==> src/rtl/sfv_pkg.sv <==
package sfv_pkg;
    typedef enum logic [1:0] {
        ST_IDLE  = 2'd0,
        ST_SHIFT = 2'd1,
        ST_CHECK = 2'd2
    } sfv_state_e;
endpackage

==> src/rtl/sfv_edge.sv <==
module sfv_edge (
    input  logic clk,
    input  logic rst_n,
    input  logic sclk,
    input  logic csn,
    output logic sclk_rise,
    output logic cs_fall,
    output logic cs_rise
);
    logic sclk_d;
    logic csn_d;

    always_ff @(posedge clk or negedge rst_n) begin
        if (!rst_n) begin
            sclk_d <= 1'b0;
            csn_d  <= 1'b1;
        end else begin
            sclk_d <= sclk;
            csn_d  <= csn;
        end
    end

    assign sclk_rise = sclk & ~sclk_d;
    assign cs_fall   = ~csn & csn_d;
    assign cs_rise   = csn & ~csn_d;
endmodule

==> src/rtl/sfv_shift.sv <==
module sfv_shift #(
    parameter int FRAME_BITS = 16
) (
    input  logic                          clk,
    input  logic                          rst_n,
    input  logic                          start,
    input  logic                          shift_en,
    input  logic                          clr,
    input  logic                          din,
    output logic [FRAME_BITS-1:0]         shreg,
    output logic [$clog2(FRAME_BITS+2)-1:0] cnt
);
    localparam int CW  = $clog2(FRAME_BITS + 2);
    localparam int SAT = FRAME_BITS + 1;

    always_ff @(posedge clk or negedge rst_n) begin
        if (!rst_n) begin
            shreg <= '0;
        end else if (clr) begin
            shreg <= '0;
        end else if (shift_en) begin
            shreg <= {shreg[FRAME_BITS-2:0], din};
        end
    end

    always_ff @(posedge clk or negedge rst_n) begin
        if (!rst_n) begin
            cnt <= '0;
        end else if (start) begin
            cnt <= '0;
        end else if (shift_en && (cnt != CW'(SAT))) begin
            cnt <= cnt + 1'b1;
        end
    end

    // the bit counter never exceeds its saturation value
    assert_cnt_saturates_R4: assert property (@(posedge clk) disable iff (!rst_n)
        cnt <= CW'(SAT));
endmodule

==> src/rtl/sfv_ctrl.sv <==
module sfv_ctrl
    import sfv_pkg::*;
#(
    parameter int FRAME_BITS = 16
) (
    input  logic                            clk,
    input  logic                            rst_n,
    input  logic                            sclk_rise,
    input  logic                            cs_fall,
    input  logic                            cs_rise,
    input  logic [FRAME_BITS-1:0]           shreg,
    input  logic [$clog2(FRAME_BITS+2)-1:0] cnt,
    output logic                            start,
    output logic                            shift_en,
    output logic                            clr,
    output logic                            wr_stb,
    output logic [FRAME_BITS-2:0]           wr_data,
    output logic                            par_err,
    output logic                            len_err
);
    localparam int CW = $clog2(FRAME_BITS + 2);

    sfv_state_e state, state_nx;
    logic len_ok;
    logic par_ok;
    logic frame_ok;

    always_ff @(posedge clk or negedge rst_n) begin
        if (!rst_n) state <= ST_IDLE;
        else        state <= state_nx;
    end

    always_comb begin
        state_nx = state;
        unique case (state)
            ST_IDLE:  if (cs_fall) state_nx = ST_SHIFT;
            ST_SHIFT: if (cs_rise) state_nx = ST_CHECK;
            ST_CHECK: state_nx = cs_fall ? ST_SHIFT : ST_IDLE;
            default:  state_nx = ST_IDLE;
        endcase
    end

    // parity is only looked at once chip select has returned high
    assign len_ok   = (state == ST_CHECK) && (cnt == CW'(FRAME_BITS));
    assign par_ok   = (state == ST_CHECK) && (^shreg);
    assign frame_ok = len_ok && par_ok;

    assign start    = cs_fall;
    assign shift_en = (state == ST_SHIFT) && sclk_rise;
    assign clr      = (state == ST_CHECK) && !frame_ok;

    always_ff @(posedge clk or negedge rst_n) begin
        if (!rst_n) begin
            wr_stb  <= 1'b0;
            wr_data <= '0;
            par_err <= 1'b0;
            len_err <= 1'b0;
        end else begin
            wr_stb <= 1'b0;
            if (state == ST_CHECK) begin
                if (frame_ok) begin
                    wr_stb  <= 1'b1;
                    wr_data <= shreg[FRAME_BITS-1:1];
                    par_err <= 1'b0;
                    len_err <= 1'b0;
                end else if (!len_ok) begin
                    len_err <= 1'b1;
                end else begin
                    par_err <= 1'b1;
                end
            end
        end
    end

    // strobe is a single-cycle pulse following the check state
    assert_stb_single_R3: assert property (@(posedge clk) disable iff (!rst_n)
        wr_stb |=> !wr_stb);
    assert_stb_after_check_R3: assert property (@(posedge clk) disable iff (!rst_n)
        wr_stb |-> $past(state) == ST_CHECK);
    // an error being raised coincides with a cleared shift register
    assert_len_clears_R4: assert property (@(posedge clk) disable iff (!rst_n)
        $rose(len_err) |-> shreg == '0);
    assert_par_clears_R5: assert property (@(posedge clk) disable iff (!rst_n)
        $rose(par_err) |-> shreg == '0);
    // flags and strobe frozen while a frame is being received
    assert_frozen_R7: assert property (@(posedge clk) disable iff (!rst_n)
        (state == ST_SHIFT && $past(state) == ST_SHIFT) |->
            ($stable(par_err) && $stable(len_err) && !wr_stb));
    // idle state leaves the shift register untouched
    assert_idle_hold_R8: assert property (@(posedge clk) disable iff (!rst_n)
        (state == ST_IDLE) |=> $stable(shreg));
endmodule

==> src/rtl/spi_frame_validator.sv <==
module spi_frame_validator #(
    parameter int FRAME_BITS = 16
) (
    input  logic                  clk,
    input  logic                  rst_n,
    input  logic                  sclk_i,
    input  logic                  csn_i,
    input  logic                  mosi_i,
    output logic                  wr_stb_o,
    output logic [FRAME_BITS-2:0] wr_data_o,
    output logic                  par_err_o,
    output logic                  len_err_o,
    output logic [FRAME_BITS-1:0] rx_word_o
);
    localparam int CW = $clog2(FRAME_BITS + 2);

    logic          sclk_rise, cs_fall, cs_rise;
    logic          start, shift_en, clr;
    logic [CW-1:0] cnt;

    sfv_edge u_edge (
        .clk       (clk),
        .rst_n     (rst_n),
        .sclk      (sclk_i),
        .csn       (csn_i),
        .sclk_rise (sclk_rise),
        .cs_fall   (cs_fall),
        .cs_rise   (cs_rise)
    );

    sfv_shift #(.FRAME_BITS(FRAME_BITS)) u_shift (
        .clk      (clk),
        .rst_n    (rst_n),
        .start    (start),
        .shift_en (shift_en),
        .clr      (clr),
        .din      (mosi_i),
        .shreg    (rx_word_o),
        .cnt      (cnt)
    );

    sfv_ctrl #(.FRAME_BITS(FRAME_BITS)) u_ctrl (
        .clk       (clk),
        .rst_n     (rst_n),
        .sclk_rise (sclk_rise),
        .cs_fall   (cs_fall),
        .cs_rise   (cs_rise),
        .shreg     (rx_word_o),
        .cnt       (cnt),
        .start     (start),
        .shift_en  (shift_en),
        .clr       (clr),
        .wr_stb    (wr_stb_o),
        .wr_data   (wr_data_o),
        .par_err   (par_err_o),
        .len_err   (len_err_o)
    );

    // both flags drop together, only on an accepted frame
    assert_flags_clear_on_write_R6: assert property (@(posedge clk) disable iff (!rst_n)
        ($fell(par_err_o) || $fell(len_err_o)) |-> wr_stb_o);
endmodule

==> config.mk <==
export PLATFORM = sky130hd
export DESIGN_NAME = spi_frame_validator
export DESIGN_NICKNAME = d
export VERILOG_FILES = /design/src/rtl/sfv_pkg.sv /design/src/rtl/sfv_edge.sv /design/src/rtl/sfv_shift.sv /design/src/rtl/sfv_ctrl.sv /design/src/rtl/spi_frame_validator.sv
export SDC_FILE = /design/constraint.sdc
export NUM_CORES = 1
export LEC_CHECK = 0
export BUFFER_PORTS_ARGS = -buffer_cell sky130_fd_sc_hd__buf_2
export CORE_MARGIN = 8
export CORE_UTILIZATION = 56
export CTS_BUF_LIST = sky130_fd_sc_hd__clkbuf_2
export DETAILED_ROUTE_END_ITERATION = 6
export HOLD_SLACK_MARGIN = 0.12
export PLACE_DENSITY = 0.84
export SLEW_MARGIN = 10
export SYNTH_ARGS = -nofsm -noshare
export SYNTH_HDL_FRONTEND = slang
export SYNTH_HIERARCHICAL = 1
export SYNTH_SLANG_ARGS = --single-unit
==> constraint.sdc <==
create_clock -name clk -period 2.7 [get_ports clk]
set_clock_uncertainty 0.1 [all_clocks]
set_input_delay 0.54 -clock clk [delete_from_list [all_inputs] [get_ports clk]]
set_output_delay 0.54 -clock clk [all_outputs]
set_load 0.05 [all_outputs]
==> results of run 1 <==
[final timing paths]
check                                         end  slack [ns]  cells past startpoint
worst min-delay path            u_ctrl/wr_data[6]        0.11                      1
worst max register to register   u_shift/shreg[9]        0.34                      7
max in group asynchronous          u_shift/cnt[4]        1.80                      1
worst min register to register     u_ctrl/len_err        0.41                      1
worst max-delay path             u_shift/shreg[9]        0.34                      7
min in group clk                 u_shift/shreg[0]        0.31                      3
[logic make-up (layout without fill, tap and decap cells)]
kind of cell / count (synthesis) / after routing / share of synthesized area (%)
flip-flops: 43 / 43 / 55.2
XOR/XNOR: 17 / 17 / 7.63
buffers and inverters: 13 / 55 / 4.43
AND/OR/NAND/NOR: 36 / 36 / 9.17
multiplexers: 34 / 34 / 19.8
adder cells (fa/ha/maj): 2 / 2 / 1.28
AO/OA/AOI/OAI: 5 / 5 / 2.50
[final cells by class]
type	instances	share of cell area, %
Sequential cell	43	48.4
Multi-Input combinational cell	94	35.3
Inverter	6	1.01
Timing Repair Buffer	41	9.78
Clock buffer	7	1.57
Clock inverter	1	1.35
Tap cell	46	2.58
[sequential cells by signal, summed over array words and instances, names as in the netlist]
name / cells
u_ctrl/state: 2
u_shift/shreg: 16
u_ctrl/wr_stb: 1
u_edge/csn_d: 1
u_shift/cnt: 5
u_ctrl/wr_data: 15
u_edge/sclk_d: 1
u_ctrl/len_err: 1
u_ctrl/par_err: 1
[timing repair]
item	4_1_cts	5_1_grt
hold endpoints to repair	1	1
hold buffers	1	1
endpoints found under the setup margin	0	0
[placed cells by master (no fill, tap or decap)]
cell,n
dfrtp_1,42
buf_2,38
nor2_1,22
mux2i_1,16
xnor2_1,15
mux2_2,10
clkbuf_2,7
mux2_4,6
nor2b_1,5
inv_1,4
dlygate4sd3_1,2
xor2_1,2
and3b_1,2
o21a_1,2
inv_2,2
nand4_1,2
mux2_1,2
ha_1,2
bufinv_16,1
nor4_1,1
and3_1,1
nand2_2,1
and2_2,1
and2b_2,1
dfstp_2,1
a41oi_2,1
a211oi_1,1
a41o_1,1
buf_4,1
[critical path: stages, from the launching register on]
cell and delay [ns]:
dfrtp_1 0.48, xnor2_1 0.23, xnor2_1 0.18, xnor2_1 0.17
xnor2_1 0.15, nand2_2 0.32, and2_2 0.44, nor2_1 0.18
[metal layers]
metal	routed length, um	vias to the layer above
met5	0	-
met4	50	0
met3	261	6
met2	1710	28
met1	1580	588
li1	-	579
[stage by stage]
step	total power, mW	setup WS, ns	hold WS (ns)	util [%]
after floorplan	1.04	0.268	0.144	-
after global placement	1.11	0.510	0.371	64.2
after detailed placement	1.12	0.400	0.375	64.2
after CTS	1.49	0.315	0.121	66.4
after global routing	1.55	0.151	0.178	66.7
final	1.47	0.340	0.109	66.7
[report_power, final]
part | internal (mW) | total (mW) | switching [mW]
logic | 0.135 | 0.371 | 0.235
registers | 0.687 | 0.740 | 0.0538
clock network | 0.165 | 0.358 | 0.193
==> flow_summary.toml, run 1 <==
[placed_design]
place_inst = 228
dp_hpwl_mm = 2.59
io_buffers = 38
dpl_cell_area_mm2 = 0.00214
place_congestion = 0.766

[finish]
fillCellCount = 266
diodes = 0
syn2layout_area_growth_pct = 14.2
ff_latch_area_mm2 = 0.00108
drive_gt1_share_pct = 36.5
final_cells = 238
design_area_mm2 = 0.00223
multi_input_area_um2 = 787
nNetsFinal = 198

[drt]
avgViaCountPerCell = 5.05
wirelength_mm = 3.60
vias = 1201
first_pass_iters = 4
wl_per_cell_um = 15.1
drc_errors = 0
drtAntennaViolNets = 0
drtIter0Drc = 106

[setup_path]
critPathKind = "reg2reg"
worstPathArrival_ns = 2.58
required_ns = 2.92
endpoint_kind = "register"
r2r_start = "u_shift/shreg[11]"
critPathLaunchType = "register"
critical_path.max_fanout = 19
startpoint = "u_shift/shreg[11]"

[clock_network]
cts.sinks = 43
clk_pin_slew_ns = 0.22
cts_buffers = 5
root_buffer = "clkbuf_2"
worstSkewPairLatency_ns = 0.42
clk_path_buf_depth = 2
cts_resized = 0
cts_setup_buffers = 0
h-tree-depth = 2
cts_tree = "done"

[timing]
rsz0062_at_grt = "no"
slew_viol_final = 0
max_slew_margin_pct = 40.2
setup_tns_ns = 0
period_share_pct = 87.4
setup_viol = 0
worst_slew_pin_slew_ns = 0.898
layout_min_cycle_time_ns = 2.36
fmax_mhz = 424
hold_viol = 0

[synthesis]
ys_top_cells_by_area = "dfrtp_1, mux2i_1, xnor2_1, mux2_2, mux2_4"
ys_seq_area_share_pct = 55.2
postSynthAreaPerCell_um2 = 13.0
syn-instance-count = 150
synth_top_cells_by_count = "dfrtp_1, nor2_1, mux2i_1"
synth_top_area_share_pct = 53.9
yosysTopAreaCell = "dfrtp_1"
ys_ff_latch = 43
synth-edff-count = 0
syn-cell-area_mm2 = 0.00195
post-synth-top-count-cell = "dfrtp_1"
ys_types = 30
synth_ff_type = "dfrtp_1"
async_flop_share_pct = 100
synthesis.nets = 157
ys_warn_count = 6

[global_route]
grt_pass1_wl_mm = 6.07
grt_pass1_vias = 1225
grt_overflow_total = 0
grt.busiest_layer = "met2"
met1_usage_pct = 18.9
use_met2_pct = 21.0
grt_use_total_pct = 14.4
grt_max_degree = 44
gr-usage-met3_pct = 5.19
antenna_found_initial = 0

[job]
cap_violations = 0

[worst_hold_path]
min_path_type = "in2async"

[die]
die-height_um = 75.0
dieArea_mm2 = 0.00563
coreArea_mm2 = 0.00334
std_cell_rows = 21
num_io_pins = 39
initial_core_util_pct = 58.5
dieWidth_um = 75.0

[power]
total_leakage_power_nw = 1.20
power_density_mw_per_mm2 = 660
ir_worst_vdd_mv = 0.470

[status]
status = "completed"
Power figures use the tool's default switching activity.
==> run 2: changes to the inputs <==
--- a/config.mk
+++ b/config.mk
@@ -7,11 +7,11 @@
 export LEC_CHECK = 0
 export BUFFER_PORTS_ARGS = -buffer_cell sky130_fd_sc_hd__buf_2
 export CORE_MARGIN = 8
-export CORE_UTILIZATION = 56
+export CORE_UTILIZATION = 61
 export CTS_BUF_LIST = sky130_fd_sc_hd__clkbuf_2
 export DETAILED_ROUTE_END_ITERATION = 6
 export HOLD_SLACK_MARGIN = 0.12
-export PLACE_DENSITY = 0.84
+export PLACE_DENSITY = 0.9
 export SLEW_MARGIN = 10
 export SYNTH_ARGS = -nofsm -noshare
 export SYNTH_HDL_FRONTEND = slang
==> constraint.sdc (replaced) <==
create_clock -name clk -period 3.05 [get_ports clk]
set_clock_uncertainty 0.1 [all_clocks]
set_input_delay 0.61 -clock clk [delete_from_list [all_inputs] [get_ports clk]]
set_output_delay 0.61 -clock clk [all_outputs]
set_load 0.05 [all_outputs]
==> run 2 against run 1 <==
  * Sequential cell count unchanged
  * Combinational power shrank 12%
  * Global-route usage up 0.067 points
  * Largest cell class unchanged
  * Largest power group unchanged
==> flow_summary.toml, run 2 (synthesis results as in run 1) <==
[status]
status = "completed"

[drt]
avgViaCountPerCell = 5.13
vias = 1201
first_pass_iters = 3
wl_met2_mm = 1.68
wl_met3_um = 229
wirelength_mm = 3.55
wl_met1_mm = 1.63
highest_layer = "met4"
drc_errors = 0
drtIter0Drc = 63
wl_per_cell_um = 15.2
drtAntennaViolNets = 0

[clock_network]
cts_tree = "done"
cts.sinks = 43
cts_setup_buffers = 0
cts_buffers = 5
cts_resized = 0
h-tree-depth = 2
root_buffer = "clkbuf_2"
ctsHoldBuffers = 0
worstSkewPairLatency_ns = 0.38
clk_path_buf_depth = 2
clk_pin_slew_ns = 0.21

[setup_path]
reg2reg_slack_ns = 0.70
crit_top_cell = "xnor2_1"
worstPathArrival_ns = 2.55
cpPeakStageDelay_ns = 0.47
critical-path-top-delay-family = "simple AND/OR/NAND/NOR gates"
critical_path.max_fanout = 19
crit_buf_inv = 0
critPathLaunchType = "register"
endpoint_kind = "register"
critPathKind = "reg2reg"
path_cells = "xnor2_1 > xnor2_1 > xnor2_1 > xnor2_1 > nand2_2 > and2_2 > nor2_1"
required_ns = 3.25
slowest_stage = "dfrtp_1"

[timing]
rsz0062_at_grt = "no"
worst_slew_pin_slew_ns = 0.913
max_slew_margin_pct = 39.1
holdWs_ns = 0.229
slew_viol_final = 0
layout_min_cycle_time_ns = 2.35
hold_viol = 0
period_share_pct = 77.2
setup_viol = 0
fmax_mhz = 425
setup_tns_ns = 0

[finish]
final_common_cell = "dfrtp_1"
reg_top3 = "u_shift/shreg (16), u_ctrl/wr_data (15), u_shift/cnt (5)"
fillCellCount = 239
largest_reg_flops = 16
drive_gt1_share_pct = 35.8
largest-register = "u_shift/shreg"
final_cell_mix = "dfrtp_1, buf_2, nor2_1"
nNetsFinal = 196
syn2layout_area_growth_pct = 11.6
diodes = 0

[power]
power_density_mw_per_mm2 = 552
ir_worst_vdd_mv = 0.471
total_leakage_power_nw = 1.18

[die]
num_io_pins = 39
initial_core_util_pct = 63.9
die-height_um = 72.6
std_cell_rows = 20
coreArea_mm2 = 0.00305
dieArea_mm2 = 0.00526
dieWidth_um = 72.6

[placed_design]
dp_hpwl_mm = 2.56
io_buffers = 38
place_congestion = 0.773

[job]
cap_violations = 0

[global_route]
grt_pass1_vias = 1295
grt_overflow_total = 0
grt_pass1_wl_mm = 6.06
grt_max_degree = 44
grt_use_total_pct = 14.5
antenna_found_initial = 0

[worst_hold_path]
min_path_type = "in2async"
## run 2: cell types whose count changed in the layout (fill, tap and decap cells not counted)
cell and change:
clkinv_1 +2, bufinv_16 -1, dlygate4sd3_1 -2, clkbuf_2 -1
## run 2: area by class of cell
cell class              count  area (um^2)  area share, %
clock inverters             2         7.51          0.345
well taps                  44         55.1           2.53
clock buffers               6         30.0           1.38
multi-input cells          94          787           36.1
repair buffers             39          198           9.08
inverters                   6         22.5           1.03
flip-flops and latches     43         1080           49.5
## run 2: power breakdown
group          internal (mW)  switching [mW]
combinational          0.118           0.208
clock                 0.0554           0.165
sequential             0.608          0.0473
total                  0.781           0.420
## run 2: final timing paths
path	start	endpoint	depth (start not counted)
worst max-delay path	u_shift/shreg[11]	u_shift/shreg[2]	7
worst min-delay path	rst_n	u_ctrl/wr_data[8]	1
worst max register to register	u_shift/shreg[11]	u_shift/shreg[2]	7
worst min register to register	u_ctrl/par_err	u_ctrl/par_err	1
max in group asynchronous	rst_n	u_ctrl/wr_data[13]	1
min in group clk	csn_i	u_edge/csn_d	1
## run 2: stage by stage
step	total power [mW]	util, %	instance area (um^2)	setup WS (ns)	instances
floorplan	0.924	-	1950	0.618	150
finish	1.20	71.3	2180	0.696	234
CTS	1.21	71.3	2180	0.720	234
detailed placement	0.995	70.1	2140	0.803	226
global placement	0.982	70.1	2140	0.890	226
global route	1.27	71.3	2180	0.455	234
## run 2: routing by layer
metal	vias up	GRT usage, %
met5	-	0
met4	0	6.67
met3	2	5.37
met2	32	21.8
met1	594	18.0
li1	573	-
==> run 3: changes to the inputs <==
--- a/config.mk
+++ b/config.mk
@@ -7,11 +7,11 @@
 export LEC_CHECK = 0
 export BUFFER_PORTS_ARGS = -buffer_cell sky130_fd_sc_hd__buf_2
 export CORE_MARGIN = 8
-export CORE_UTILIZATION = 61
+export CORE_UTILIZATION = 51
 export CTS_BUF_LIST = sky130_fd_sc_hd__clkbuf_2
 export DETAILED_ROUTE_END_ITERATION = 6
 export HOLD_SLACK_MARGIN = 0.12
-export PLACE_DENSITY = 0.9
+export PLACE_DENSITY = 0.81
 export SLEW_MARGIN = 10
 export SYNTH_ARGS = -nofsm -noshare
 export SYNTH_HDL_FRONTEND = slang
==> constraint.sdc (replaced) <==
create_clock -name clk -period 2 [get_ports clk]
set_clock_uncertainty 0.1 [all_clocks]
set_input_delay 0.4 -clock clk [delete_from_list [all_inputs] [get_ports clk]]
set_output_delay 0.4 -clock clk [all_outputs]
set_load 0.05 [all_outputs]
==> run 3 against run 2 <==
  * Global-route usage decreased by 0.87 points
  * Core utilization decreased by 6.6 points
  * Clock power increased by 66%
  * Sequential cell count unchanged
==> flow_summary.toml, run 3 (synthesis results as in run 1) <==
[setup_path]
critical_path.max_fanout = 16
reg2reg_to = "u_shift/shreg[10]"
r2r_start = "u_shift/shreg[9]"
required_ns = 2.25
endpoint_kind = "register"
ff2ff_path_depth = 8
critPathKind = "reg2reg"
reg2reg_slack_ns = 0.05
worstPathArrival_ns = 2.20
critPathLaunchType = "register"

[clock_network]
cts.sinks = 43
cts_buffers = 5
cts_tree = "done"
clk_path_buf_depth = 2
worstSkewPairLatency_ns = 0.41
clk_pin_slew_ns = 0.21
h-tree-depth = 2
root_buffer = "clkbuf_2"

[power]
switching_share_pct = 34.4
internal_power_mw = 1.26
p_comb_share_pct = 28.5
pwr-share-clk_pct = 19.1
seq_power_share_pct = 52.4
total_leakage_power_nw = 1.22
power_density_mw_per_mm2 = 809
p_switching_uw = 659
ir_worst_vdd_mv = 0.675

[job]
cap_violations = 0

[finish]
largest-register = "u_shift/shreg"
syn2layout_area_growth_pct = 21.4
final_cell_mix = "buf_2, dfrtp_1, nor2_1"
drive_gt1_share_pct = 49.8
largest_reg_flops = 16
design_area_mm2 = 0.00237
final_cells = 251
nNetsFinal = 209
diodes = 0
fillCellCount = 282
reg_top3 = "u_shift/shreg (16), u_ctrl/wr_data (15), u_shift/cnt (5)"
final_core_util_pct = 64.7
final_common_cell = "buf_2"

[global_route]
grt_pass1_wl_mm = 6.55
grt_use_total_pct = 13.6
grt_overflow_total = 0
antenna_found_initial = 0
grt_pass1_vias = 1365
grt_max_degree = 23

[placed_design]
io_buffers = 38
pre_cts_ws_ns = 0.0610
place_congestion = 0.736
dp_hpwl_mm = 2.90
dpl_cell_area_mm2 = 0.00225
place_inst = 238

[timing]
holdWs_ns = 0.155
setup_viol = 0
worst_slew_pin_slew_ns = 0.507
hold_viol = 0
fmax_mhz = 512
layout_min_cycle_time_ns = 1.95
worst_slack_ns = 0.0457
max_slew_margin_pct = 66.2
slew_viol_final = 0
period_share_pct = 97.7

[die]
dieWidth_um = 77.8
num_io_pins = 39
initial_core_util_pct = 53.3
die-height_um = 77.8
coreArea_mm2 = 0.00366
dieArea_mm2 = 0.00606
std_cell_rows = 22

[worst_hold_path]
min_path_type = "in2reg"
hold_start = "mosi_i"
worstHoldEndpoint = "u_shift/shreg[0]"
hold_depth = 3

[drt]
avgViaCountPerCell = 5.08
wl_per_cell_um = 15.5
vias = 1275
drc_errors = 0
drtAntennaViolNets = 0
first_pass_iters = 4
wirelength_mm = 3.89
drtIter0Drc = 70

[status]
status = "completed"
run 3: area by class of cell:
type | count | area [um^2] | share of cell area [%]
well taps | 48 | 60.1 | 2.54
flip-flops and latches | 43 | 1100 | 46.3
repair buffers | 52 | 328 | 13.8
multi-input cells | 94 | 821 | 34.7
clock buffers | 8 | 40.0 | 1.69
inverters | 6 | 22.5 | 0.951
run 3: worst max-delay path: stages, from the launching register on:
cell	delay, ns
dfrtp_2	0.46
xnor2_1	0.22
xnor2_1	0.17
xnor2_1	0.17
xnor2_1	0.16
nand2_2	0.09
buf_12	0.16
and2_4	0.22
nor2_1	0.14
run 3: worst max path at each step:
| stage | start | end | depth (start not counted) |
|---|---|---|---|
| global route | u_shift/shreg[11] | u_shift/shreg[10] | 8 |
| global placement | u_shift/shreg[11] | u_ctrl/wr_data[5] | 7 |
| CTS | u_shift/shreg[11] | u_shift/shreg[3] | 8 |
| detailed placement | u_shift/shreg[11] | u_shift/shreg[10] | 8 |
| floorplan | u_shift/shreg[6] | u_shift/shreg[10] | 10 |
| finish | u_shift/shreg[9] | u_shift/shreg[10] | 8 |
run 3: what timing repair did:
item / in CTS / in global routing
setup buffers: 1 / 1
gates resized for setup: 0 / 5
hold buffers: 3 / 0
setup endpoints to repair: 1 / 28
pin swaps: 0 / 3
endpoints found under the hold margin: 22 / 0
run 3: per-layer routing:
layer / global-route usage, % / routed length [um]
met4: 5.66 / 59
met3: 5.65 / 232
met2: 21.6 / 1870
met5: 0 / 0
met1: 15.9 / 1720
run 3: stage by stage:
step	power, mW	TNS [ns]
final	1.92	0
after global routing	2.01	-0.0113
after CTS	1.92	0
after detailed placement	1.55	0
after global placement	1.53	0
after floorplan	1.43	-1.93
run 3: power by group through the flow:
stage	sequential (mW)	clock [mW]	combinational [mW]
2_1_floorplan	1.16	0	0.263
3_3_place_gp	1.01	0	0.525
3_5_place_dp	1.02	0	0.535
4_1_cts	1.00	0.381	0.542
5_1_grt	1.02	0.413	0.584
6_report	1.00	0.367	0.546
